## src/rtl/sci_pkg.sv

```systemverilog
package sci_pkg;
  localparam int INSTR_W = 8;
  localparam int ADDR_W  = 8;
  localparam int HDR_W   = INSTR_W + ADDR_W;

  localparam logic [INSTR_W-1:0] OP_WRITE = 8'h02;
  localparam logic [INSTR_W-1:0] OP_READ  = 8'h03;

  typedef enum logic [1:0] {
    CMD_NONE  = 2'd0,
    CMD_READ  = 2'd1,
    CMD_WRITE = 2'd2
  } cmd_e;
endpackage

```

## src/rtl/sci_sync.sv

```systemverilog
module sci_sync #(
  parameter int           W       = 1,
  parameter logic [W-1:0] RST_VAL = '0
) (
  input  logic         clk_i,
  input  logic         rst_ni,
  input  logic [W-1:0] d_i,
  output logic [W-1:0] q_o
);
  for (genvar g = 0; g < W; g++) begin : g_bit
    logic s1_q, s2_q;
    always_ff @(posedge clk_i or negedge rst_ni) begin
      if (!rst_ni) begin
        s1_q <= RST_VAL[g];
        s2_q <= RST_VAL[g];
      end else begin
        s1_q <= d_i[g];
        s2_q <= s1_q;
      end
    end
    assign q_o[g] = s2_q;
  end
endmodule

```

## src/rtl/sci_frame.sv

```systemverilog
module sci_frame
  import sci_pkg::*;
#(
  parameter int DATA_W = 16,
  parameter int IDX_W  = 4
) (
  input  logic              clk_i,
  input  logic              rst_ni,
  input  logic              cs_s_i,
  input  logic              sck_s_i,
  input  logic              sdi_s_i,
  input  logic [DATA_W-1:0] rdata_i,
  output logic [IDX_W-1:0]  ridx_o,
  output logic [IDX_W-1:0]  widx_o,
  output logic [DATA_W-1:0] wdata_o,
  output logic              wr_o,
  output logic              rd_done_o,
  output logic              sdo_o,
  output logic              sdo_oe_o
);
  localparam int FRAME_W = HDR_W + DATA_W;
  localparam int CNT_W   = $clog2(FRAME_W + 1);
  localparam int SH_W    = FRAME_W - 1;

  logic              sck_d_q, cs_d_q;
  logic [CNT_W-1:0]  cnt_q;
  logic [SH_W-1:0]   sh_q;
  logic              hdr_q;
  cmd_e              cmd_q;
  logic [IDX_W-1:0]  idx_q;
  logic [DATA_W-1:0] out_q;
  logic              sdo_q;

  logic sck_rise, sck_fall, cs_fall, cs_rise, full, in_data;
  cmd_e hdr_cmd;

  assign sck_rise = sck_s_i & ~sck_d_q & ~cs_s_i;
  assign sck_fall = ~sck_s_i & sck_d_q & ~cs_s_i;
  assign cs_fall  = ~cs_s_i & cs_d_q;
  assign cs_rise  = cs_s_i & ~cs_d_q;
  assign full     = (cnt_q == CNT_W'(FRAME_W));
  assign in_data  = (cnt_q >= CNT_W'(HDR_W)) && !full;

  always_comb begin
    unique case (sh_q[HDR_W-1:ADDR_W])
      OP_READ:  hdr_cmd = CMD_READ;
      OP_WRITE: hdr_cmd = CMD_WRITE;
      default:  hdr_cmd = CMD_NONE;
    endcase
  end

  always_ff @(posedge clk_i or negedge rst_ni) begin
    if (!rst_ni) begin
      sck_d_q <= 1'b0;
      cs_d_q  <= 1'b1;
      cnt_q   <= '0;
      sh_q    <= '0;
      hdr_q   <= 1'b0;
      cmd_q   <= CMD_NONE;
      idx_q   <= '0;
      out_q   <= '0;
      sdo_q   <= 1'b0;
    end else begin
      sck_d_q <= sck_s_i;
      cs_d_q  <= cs_s_i;
      hdr_q   <= 1'b0;
      if (cs_fall) begin
        cnt_q <= '0;
        cmd_q <= CMD_NONE;
        sdo_q <= 1'b0;
      end else if (sck_rise && !full) begin
        sh_q  <= {sh_q[SH_W-2:0], sdi_s_i};
        cnt_q <= cnt_q + 1'b1;
        hdr_q <= (cnt_q == CNT_W'(HDR_W - 1));
      end
      // header complete: latch command, fetch read word
      if (hdr_q) begin
        cmd_q <= hdr_cmd;
        idx_q <= sh_q[IDX_W-1:0];
        out_q <= (hdr_cmd == CMD_READ) ? rdata_i : '0;
      end else if (sck_fall && in_data) begin
        sdo_q <= out_q[DATA_W-1];
        out_q <= {out_q[DATA_W-2:0], 1'b0};
      end
    end
  end

  assign ridx_o    = sh_q[IDX_W-1:0];
  assign widx_o    = idx_q;
  assign wdata_o   = sh_q[DATA_W-1:0];
  assign wr_o      = cs_rise & full & (cmd_q == CMD_WRITE);
  assign rd_done_o = cs_rise & full & (cmd_q == CMD_READ);
  assign sdo_o     = sdo_q;
  assign sdo_oe_o  = ~cs_s_i;

  a_r2_cnt_bound: assert property (@(posedge clk_i) disable iff (!rst_ni)
    cnt_q <= CNT_W'(FRAME_W));
  a_r3_sdo_only_on_fall: assert property (@(posedge clk_i) disable iff (!rst_ni)
    (!sck_fall && !cs_fall) |=> $stable(sdo_q));
  a_r9_idle_no_count: assert property (@(posedge clk_i) disable iff (!rst_ni)
    (!sck_rise && !cs_fall) |=> $stable(cnt_q));
endmodule

```

## src/rtl/sci_regbank.sv

```systemverilog
module sci_regbank #(
  parameter int NUM_REGS = 16,
  parameter int DATA_W   = 16,
  parameter int IDX_W    = $clog2(NUM_REGS)
) (
  input  logic                       clk_i,
  input  logic                       rst_ni,
  input  logic                       we_i,
  input  logic [IDX_W-1:0]           widx_i,
  input  logic [DATA_W-1:0]          wdata_i,
  input  logic [IDX_W-1:0]           ridx_i,
  output logic [DATA_W-1:0]          rdata_o,
  output logic [NUM_REGS*DATA_W-1:0] regs_o
);
  logic [DATA_W-1:0] bank_q [NUM_REGS];

  for (genvar g = 0; g < NUM_REGS; g++) begin : g_reg
    always_ff @(posedge clk_i or negedge rst_ni) begin
      if (!rst_ni)                            bank_q[g] <= '0;
      else if (we_i && widx_i == IDX_W'(g))   bank_q[g] <= wdata_i;
    end
    assign regs_o[g*DATA_W +: DATA_W] = bank_q[g];
  end

  assign rdata_o = bank_q[ridx_i];

  a_r11_hold_without_write: assert property (@(posedge clk_i) disable iff (!rst_ni)
    !we_i |=> $stable(regs_o));
endmodule

```

## src/rtl/sci_busy.sv

```systemverilog
module sci_busy #(
  parameter int RD_BUSY = 4,
  parameter int WR_BUSY = 16
) (
  input  logic clk_i,
  input  logic rst_ni,
  input  logic start_rd_i,
  input  logic start_wr_i,
  output logic rdy_o
);
  localparam int MAX_B = (RD_BUSY > WR_BUSY) ? RD_BUSY : WR_BUSY;
  localparam int CW    = $clog2(MAX_B + 1);

  logic [CW-1:0] cnt_q;

  always_ff @(posedge clk_i or negedge rst_ni) begin
    if (!rst_ni)             cnt_q <= '0;
    else if (start_wr_i)     cnt_q <= CW'(WR_BUSY);
    else if (start_rd_i)     cnt_q <= CW'(RD_BUSY);
    else if (cnt_q != '0)    cnt_q <= cnt_q - 1'b1;
  end

  assign rdy_o = (cnt_q == '0);

  a_r5_write_busy_len: assert property (@(posedge clk_i) disable iff (!rst_ni)
    start_wr_i |=> cnt_q == CW'(WR_BUSY));
  a_r6_read_busy_len: assert property (@(posedge clk_i) disable iff (!rst_ni)
    (start_rd_i && !start_wr_i) |=> cnt_q == CW'(RD_BUSY));
  a_r5_countdown: assert property (@(posedge clk_i) disable iff (!rst_ni)
    (cnt_q != '0 && !start_rd_i && !start_wr_i) |=> cnt_q == $past(cnt_q) - 1'b1);
endmodule

```

## src/rtl/sci_regif.sv

```systemverilog
module sci_regif #(
  parameter int NUM_REGS = 16,
  parameter int DATA_W   = 16,
  parameter int RD_BUSY  = 4,
  parameter int WR_BUSY  = 16
) (
  input  logic                       clk_i,
  input  logic                       rst_ni,
  input  logic                       cs_ni,
  input  logic                       sck_i,
  input  logic                       sdi_i,
  output logic                       sdo_o,
  output logic                       sdo_oe_o,
  output logic                       rdy_o,
  output logic [NUM_REGS*DATA_W-1:0] regs_o
);
  localparam int IDX_W = $clog2(NUM_REGS);

  logic [2:0]        pins_s;
  logic              cs_s, sck_s, sdi_s;
  logic [IDX_W-1:0]  ridx, widx;
  logic [DATA_W-1:0] rdata, wdata;
  logic              wr, rd_done;

  sci_sync #(.W(3), .RST_VAL(3'b100)) i_sync (
    .clk_i  (clk_i),
    .rst_ni (rst_ni),
    .d_i    ({cs_ni, sck_i, sdi_i}),
    .q_o    (pins_s)
  );
  assign {cs_s, sck_s, sdi_s} = pins_s;

  sci_frame #(.DATA_W(DATA_W), .IDX_W(IDX_W)) i_frame (
    .clk_i     (clk_i),
    .rst_ni    (rst_ni),
    .cs_s_i    (cs_s),
    .sck_s_i   (sck_s),
    .sdi_s_i   (sdi_s),
    .rdata_i   (rdata),
    .ridx_o    (ridx),
    .widx_o    (widx),
    .wdata_o   (wdata),
    .wr_o      (wr),
    .rd_done_o (rd_done),
    .sdo_o     (sdo_o),
    .sdo_oe_o  (sdo_oe_o)
  );

  sci_regbank #(.NUM_REGS(NUM_REGS), .DATA_W(DATA_W), .IDX_W(IDX_W)) i_bank (
    .clk_i   (clk_i),
    .rst_ni  (rst_ni),
    .we_i    (wr),
    .widx_i  (widx),
    .wdata_i (wdata),
    .ridx_i  (ridx),
    .rdata_o (rdata),
    .regs_o  (regs_o)
  );

  sci_busy #(.RD_BUSY(RD_BUSY), .WR_BUSY(WR_BUSY)) i_busy (
    .clk_i      (clk_i),
    .rst_ni     (rst_ni),
    .start_rd_i (rd_done),
    .start_wr_i (wr),
    .rdy_o      (rdy_o)
  );

  a_r8_write_at_cs_end: assert property (@(posedge clk_i) disable iff (!rst_ni)
    wr |-> cs_s);
  a_r7_single_op: assert property (@(posedge clk_i) disable iff (!rst_ni)
    $onehot0({wr, rd_done}));
  a_r5_busy_after_write: assert property (@(posedge clk_i) disable iff (!rst_ni)
    wr |=> !rdy_o);
endmodule

```

## config.mk

```make
export PLATFORM = sky130hd
export DESIGN_NAME = sci_regif
export DESIGN_NICKNAME = d
export VERILOG_FILES = /design/src/rtl/sci_pkg.sv /design/src/rtl/sci_sync.sv /design/src/rtl/sci_frame.sv /design/src/rtl/sci_regbank.sv /design/src/rtl/sci_busy.sv /design/src/rtl/sci_regif.sv
export SDC_FILE = /design/constraint.sdc
export NUM_CORES = 1
export LEC_CHECK = 0
export BUFFER_PORTS_ARGS = -buffer_cell sky130_fd_sc_hd__buf_2
export CAP_MARGIN = 20
export CELL_PAD_IN_SITES_DETAIL_PLACEMENT = 0
export CELL_PAD_IN_SITES_GLOBAL_PLACEMENT = 1
export CORE_MARGIN = 1
export CORE_UTILIZATION = 30
export CTS_BUF_LIST = sky130_fd_sc_hd__clkbuf_16
export DETAILED_ROUTE_END_ITERATION = 8
export GPL_TIMING_DRIVEN = 0
export PLACE_DENSITY_LB_ADDON = 0.1
export SETUP_SLACK_MARGIN = 0.05
export SLEW_MARGIN = 20
export SYNTH_ARGS = -nofsm -noshare
export SYNTH_HDL_FRONTEND = slang
export SYNTH_SLANG_ARGS = --single-unit
```

## constraint.sdc

```tcl
create_clock -name clk_i -period 2.8 [get_ports clk_i]
set_clock_uncertainty 0.1 [all_clocks]
set_input_delay 0.28 -clock clk_i [delete_from_list [all_inputs] [get_ports clk_i]]
set_output_delay 0.28 -clock clk_i [all_outputs]
set_load 0.1 [all_outputs]
```

== Yosys cells after proc, flatten, opt, wreduce, memory -nomap -nowiden ==
Cells that the tools add are included.

* Bits in registers: 315
* Word-level logic and storage cells: 120

* Reductions and logical operators: 28
* Bitwise logic cells: 15
* Eq/ne operators: 22
* Add/sub/neg operators: 2
* Order comparisons: 2
* Muxes and demuxes: 19

{| class="wikitable"
|+ Operators with widths
! cell !! count
|-
| $mux W16 || 5
|-
| $bmux W16 S4 || 1
|-
| $eq A4 B4 Y1 const B || 8
|-
| $logic_and A1 B1 Y1 || 19
|-
| $eq A4 B3 Y1 const B || 4
|-
| $eq A8 B2 Y1 const B || 2
|-
| $mux W5 || 3
|-
| $mux W6 || 2
|-
| $and A1 B1 Y1 || 9
|-
| $eq A4 B2 Y1 const B || 2
|-
| $add A6 B1 Y6 const B || 1
|-
| $eq A6 B4 Y1 const B || 1
|-
| $eq A6 B6 Y1 const B || 1
|-
| $ge A6 B5 Y1 const B || 1
|-
| $reduce_bool A2 Y1 || 3
|-
| $ge A5 B5 Y1 const B || 1
|-
| $logic_not A5 Y1 || 1
|-
| $mux W1 || 5
|-
| $not A1 Y1 || 5
|-
| $not A4 Y5 || 1
|-
| $reduce_bool A5 Y1 || 1
|-
| $sub A5 B1 Y5 const B || 1
|-
| $eq A2 B1 Y1 const B || 2
|-
| $eq A4 B1 Y1 const B || 1
|-
| 7 further kinds || 8
|}

== Logic depth before layout (Yosys ltp) ==
* Depth after elaboration: 6
* Gate-level depth with buffers: 9
* Depth with buffers taken out: 6

== Hierarchy ==
A second synthesis with hierarchy kept.

* Cell total of the unflattened synthesis: 911
* Area, all modules: 14181.1 µm²

{| class="wikitable"
|+ By module, submodules not included
! module !! instances !! cells each !! seq. area each (µm²) !! area an instance (µm²)
|-
| sci_regbank || 1 || 711 || 6406.1 || 11452.2
|-
| sci_frame || 1 || 164 || 1202.4 || 2287.2
|-
| sci_busy || 1 || 27 || 125.1 || 266.5
|-
| sci_sync || 1 || 9 || 152.6 || 175.2
|}

== Worst setup path after synthesis ==
No wires, ideal clock.

* Path type: register to register
* From: register i_frame.cnt_q[0]
* To: register i_bank.bank_q, in the netlist i_bank.regs_o[198]
* Data arrival time: 2.112 ns
* Period minus slack after synthesis: 2.338 ns
* Slack: 0.462 ns
* Stages on the path, launching flop included: 10
* Cells stage by stage: dfrtp_1 -> inv_1 -> ha_1 -> nand4bb_1 -> or2_1 -> buf_6 -> buf_12 -> nor3_4 -> buf_12 -> mux2_4

* Cells in the longest elaborated chain, start to end: 4

{| class="wikitable"
|+ RTL lines
! element !! line !! text
|-
| start: declaration || sci_frame.sv:26 || <nowiki>logic [CNT_W-1:0] cnt_q;</nowiki>
|-
| start signal: assignment || sci_frame.sv:73 || <nowiki>cnt_q <= cnt_q + 1'b1;</nowiki>
|-
| $eq A6 B6 Y1 || sci_frame.sv:41 || <nowiki>assign full = (cnt_q == CNT_W'(FRAME_W));</nowiki>
|-
| $and A1 B1 Y1 (2 in a row) || sci_frame.sv:91 || <nowiki>assign wr_o = cs_rise & full & (cmd_q == CMD_WRITE);</nowiki>
|-
| $logic_and A1 B1 Y1 || sci_regbank.sv:20 || <nowiki>else if (we_i && widx_i == IDX_W'(g)) bank_q[g] <= wdata_i;</nowiki>
|-
| end signal: indexed assignment || sci_regbank.sv:20 ||
|-
| end: declaration || sci_regbank.sv:15 || <nowiki>logic [DATA_W-1:0] bank_q [NUM_REGS];</nowiki>
|}

Every way passes these cells.
A chain may end at the register's enable or synchronous reset.

== Worst setup path in the final report ==
* From: register i_frame.cnt_q[0]
* To: register i_frame.sh_q[11]

* Cells in the longest elaborated chain, start to end: 4

{| class="wikitable"
|+ RTL lines
! element !! line !! text
|-
| $eq A6 B6 Y1 || sci_frame.sv:41 ||
|-
| $logic_not A1 Y1 || sci_frame.sv:71 || <nowiki>end else if (sck_rise && !full) begin</nowiki>
|-
| $logic_and A1 B1 Y1 || sci_frame.sv:71 ||
|-
| $reduce_and A2 Y1 (no source line) || -- ||
|-
| end signal: assignment || sci_frame.sv:72 || <nowiki>sh_q <= {sh_q[SH_W-2:0], sdi_s_i};</nowiki>
|-
| end: declaration || sci_frame.sv:27 || <nowiki>logic [SH_W-1:0] sh_q;</nowiki>
|}

Every way passes these cells.

==> out/results.tsv <==
stage	metric	value	unit
outcome	status	finished clean	
power	Pleak	9.649	nW
cells_and_area	register area	7886	sq um
logic_synthesis	Synth Cell Area	14800	sq um
power	Pwr Density	611.9	nW/um^2
grt	global router's overall resource usage	21.01	%
cells_and_area	Post-Route Utilization	38.30	%
routing	Wirelength per Cell	26.41	microns
cells_and_area	commonest non-fill, non-tap cells in the layout	dfrtp_1, buf_2, mux2_2	
logic_synthesis	Synth Flop Type	dfrtp_1	
clock_tree	clock root buffer	clkbuf_16	
cells_and_area	final net count	1282	
logic_synthesis	sequential fraction of the synthesis area	53.28	%
clock_tree	clk slew on worst S/H paths	0.06	ns
die	num ports	264	
die	Core ar.	48850	sq um
grt	first-pass GRT wire length	74980	microns
routing	DRT antenna net count	0	
clock_tree	H-tree Lvls	2	
critical_path	CP startpoint	i_frame.cnt_q[0]	
critical_path	crit-path max FO	10	
job	max cap viols	0	
routing	drt total wl	51980	microns
logic_synthesis	Cells after Synth	935	
logic_synthesis	Post-synth EDFFs	0	
critical_path	Critical Path RT	3.15	ns
cells_and_area	# fillers	4767	
sta	Hold Vio Cnt, Final	0	
critical_path	Critical R2R Launch	i_frame.cnt_q[0]	
sta	Worst-Margin Slew	0.7726	ns
logic_synthesis	Unique masters post-synth	53	
place	Setup WS pre-CTS	-0.2562	ns
routing	DRC	0	
sta	f_max	0.3823	GHz
sta	RSZ-0062 raised after global routing	false	
clock_tree	total CTS buffers	40	
critical_path	critical path class	reg2reg	
place	GPL Wtd Cong	0.7797	
routing	DR vias/cell	4.886	
routing	TritonRoute pass-1 iters	6	
place	port bufs	263	
grt	global route overflow	0	
routing	via count	9616	
clock_tree	CTS tree	built	
sta	final setup margin	0.1841	ns
sta	Hold WS	0.1002	ns
sta	minimum clock period	2.616	ns
die	Die H	224.1	microns
hold_path	HP Class	in2async	
die	die area	50240	sq um
logic_synthesis	register bit total from synthesis	315	
clock_tree	CTS sink count	315	
grt	largest net degree at the start of global routing	87	
cells_and_area	multi-input logic area	6337	sq um
cells_and_area	most common cell after layout, fill and taps aside	dfrtp_1	
critical_path	Worst setup SP type	flip-flop	
cells_and_area	area growth from synthesis to layout	26.40	%
power	Max VDD drop	335.9	uV
place	Post-DP HPWL	36660	microns
logic_synthesis	Yosys warning count	0	
die	Chip Width	224.1	microns
sta	# setup viols final	0	
grt	initial antenna violation count	0	
grt	vias in the first global route	10210	
cells_and_area	# diodes	0	
logic_synthesis	syn nets	943	
critical_path	crit end category	flip-flop	
routing	Initial DRC Count	462	
sta	final worst-path cycle share	93.42	%
cells_and_area	layout cells sized above 1	57.36	%
logic_synthesis	ys async rst share	100.0	%
critical_path	WP data arrival	2.96	ns
die	row cnt	81	
die	initial core utilization	30.30	%
clock_tree	Max Buffers Root-to-Sink	3	
clock_tree	worst-skew pair later-pin latency	0.57	ns
sta	fin. max-slew vios	0	
logic_synthesis	Synth Area per Inst	15.83	sq um
sta	slew margin rel.	48.50	%
-- logic make-up (layout without fill, tap and decap cells) --
group / after synthesis / after routing / synth area share (%)
fa+ha+maj: 3 / 3 / 0.2536
mux: 345 / 345 / 33.61
xor+xnor: 7 / 7 / 0.4142
buf+inv: 104 / 473 / 4.023
simple gates: 71 / 71 / 3.922
compound gates: 90 / 90 / 4.505
flops: 315 / 315 / 53.28
-- repair_timing --
action,in CTS,in global routing
hold buffers,4,0
setup endpoints to repair,167,32
pin swaps,15,2
gates resized for setup,10,13
buffers inserted,25,2
hold endpoints to repair,101,0
-- cell type report --
class,instances,share of cell area [%]
Tap cell,664,4.440
Clock buffer,42,5.617
Clock inverter,30,1.444
Buffer,81,2.809
Inverter,22,0.4414
Timing Repair Buffer,298,9.228
Multi-Input combinational cell,516,33.87
Sequential cell,315,42.15
-- path summary, 6_finish.rpt --
check	to	slack [ns]	cells after the start
worst max register to register	i_frame.sh_q[11]	0.18	8
worst min-delay path	i_sync.g_bit[1].s1_q	0.10	2
min in group clk_i	i_sync.g_bit[0].s2_q	0.24	0
max in group asynchronous	i_bank.regs_o[236]	0.74	6
worst max-delay path	i_frame.sh_q[11]	0.18	8
worst min register to register	i_sync.g_bit[0].s2_q	0.24	0
-- critical path, stage by stage (launching register included) --
cell and delay, ns:
dfrtp_1 0.42, inv_1 0.11, ha_1 0.15, nand4bb_1 0.18, o21ai_0 0.36, or2_2 0.18
buf_2 0.30, buf_2 0.34, mux2_2 0.37
-- sequential cells by signal, summed over array words and instances, names as in the netlist --
name and count:
i_bank.regs_o 256, i_frame.sck_d_q 1, i_frame.sdo_o 1, i_frame.cnt_q 6
i_frame.hdr_q 1, i_sync.g_bit.s1_q 3, i_frame.cmd_q 2, i_frame.sh_q 16
i_frame.cs_d_q 1, i_busy.cnt_q 5, i_frame.out_q 16, i_sync.g_bit.s2_q 3
i_frame.widx_o 4
-- layer usage --
| metal | GRT usage, % | vias up | wire (microns) |
|---|---|---|---|
| li1 | - | 4192 | - |
| met1 | 29.55 | 5128 | 24090 |
| met2 | 31.56 | 239 | 23540 |
| met3 | 5.640 | 57 | 3268 |
| met4 | 6.098 | 0 | 1080 |
| met5 | 0 | - | 0 |
-- where the power goes --
| group | switching, mW | internal, mW | total, mW |
|---|---|---|---|
| combinational | 1.12 | 0.392 | 1.51 |
| clock | 2.08 | 3.17 | 5.24 |
| sequential | 0.0841 | 4.61 | 4.69 |
| total | 3.28 | 8.16 | 11.4 |
-- Yosys cell counts (4+ instances only) --
| cell | count | share of area, % |
|---|---|---|
| buf_2 | 14 | 0.47 |
| a22o_1 | 30 | 1.8 |
| buf_8 | 8 | 0.81 |
| nor3_1 | 5 | 0.17 |
| mux2_2 | 165 | 13 |
| mux2_4 | 100 | 10 |
| o31ai_1 | 15 | 0.76 |
| nand2_1 | 5 | 0.13 |
| mux2_1 | 11 | 0.84 |
| buf_6 | 5 | 0.38 |
| clkbuf_1 | 31 | 0.79 |
| xor2_1 | 4 | 0.24 |
| mux4_2 | 64 | 9.7 |
| a22oi_1 | 16 | 0.81 |
| nor2_1 | 13 | 0.33 |
| mux2i_1 | 5 | 0.34 |
| nor3_4 | 16 | 1.8 |
| buf_1 | 18 | 0.46 |
| inv_1 | 22 | 0.56 |
| dfrtp_1 | 312 | 53 |
| o21ai_0 | 17 | 0.57 |
| nand3_1 | 5 | 0.17 |
-- per-stage QoR --
stage          instance area [sq um]  std cells  setup TNS, ns  power (mW)
4_1_cts                        18680       1967              0       11.63
2_1_floorplan                  14800        935              0       5.508
6_report                       18710       1968              0       11.45
5_1_grt                        18710       1968              0       11.88
3_3_place_gp                   16950       1862       -1659.86       6.270
3_5_place_dp                   17070       1866         -8.022       6.298
Power figures use the tool's default switching activity.
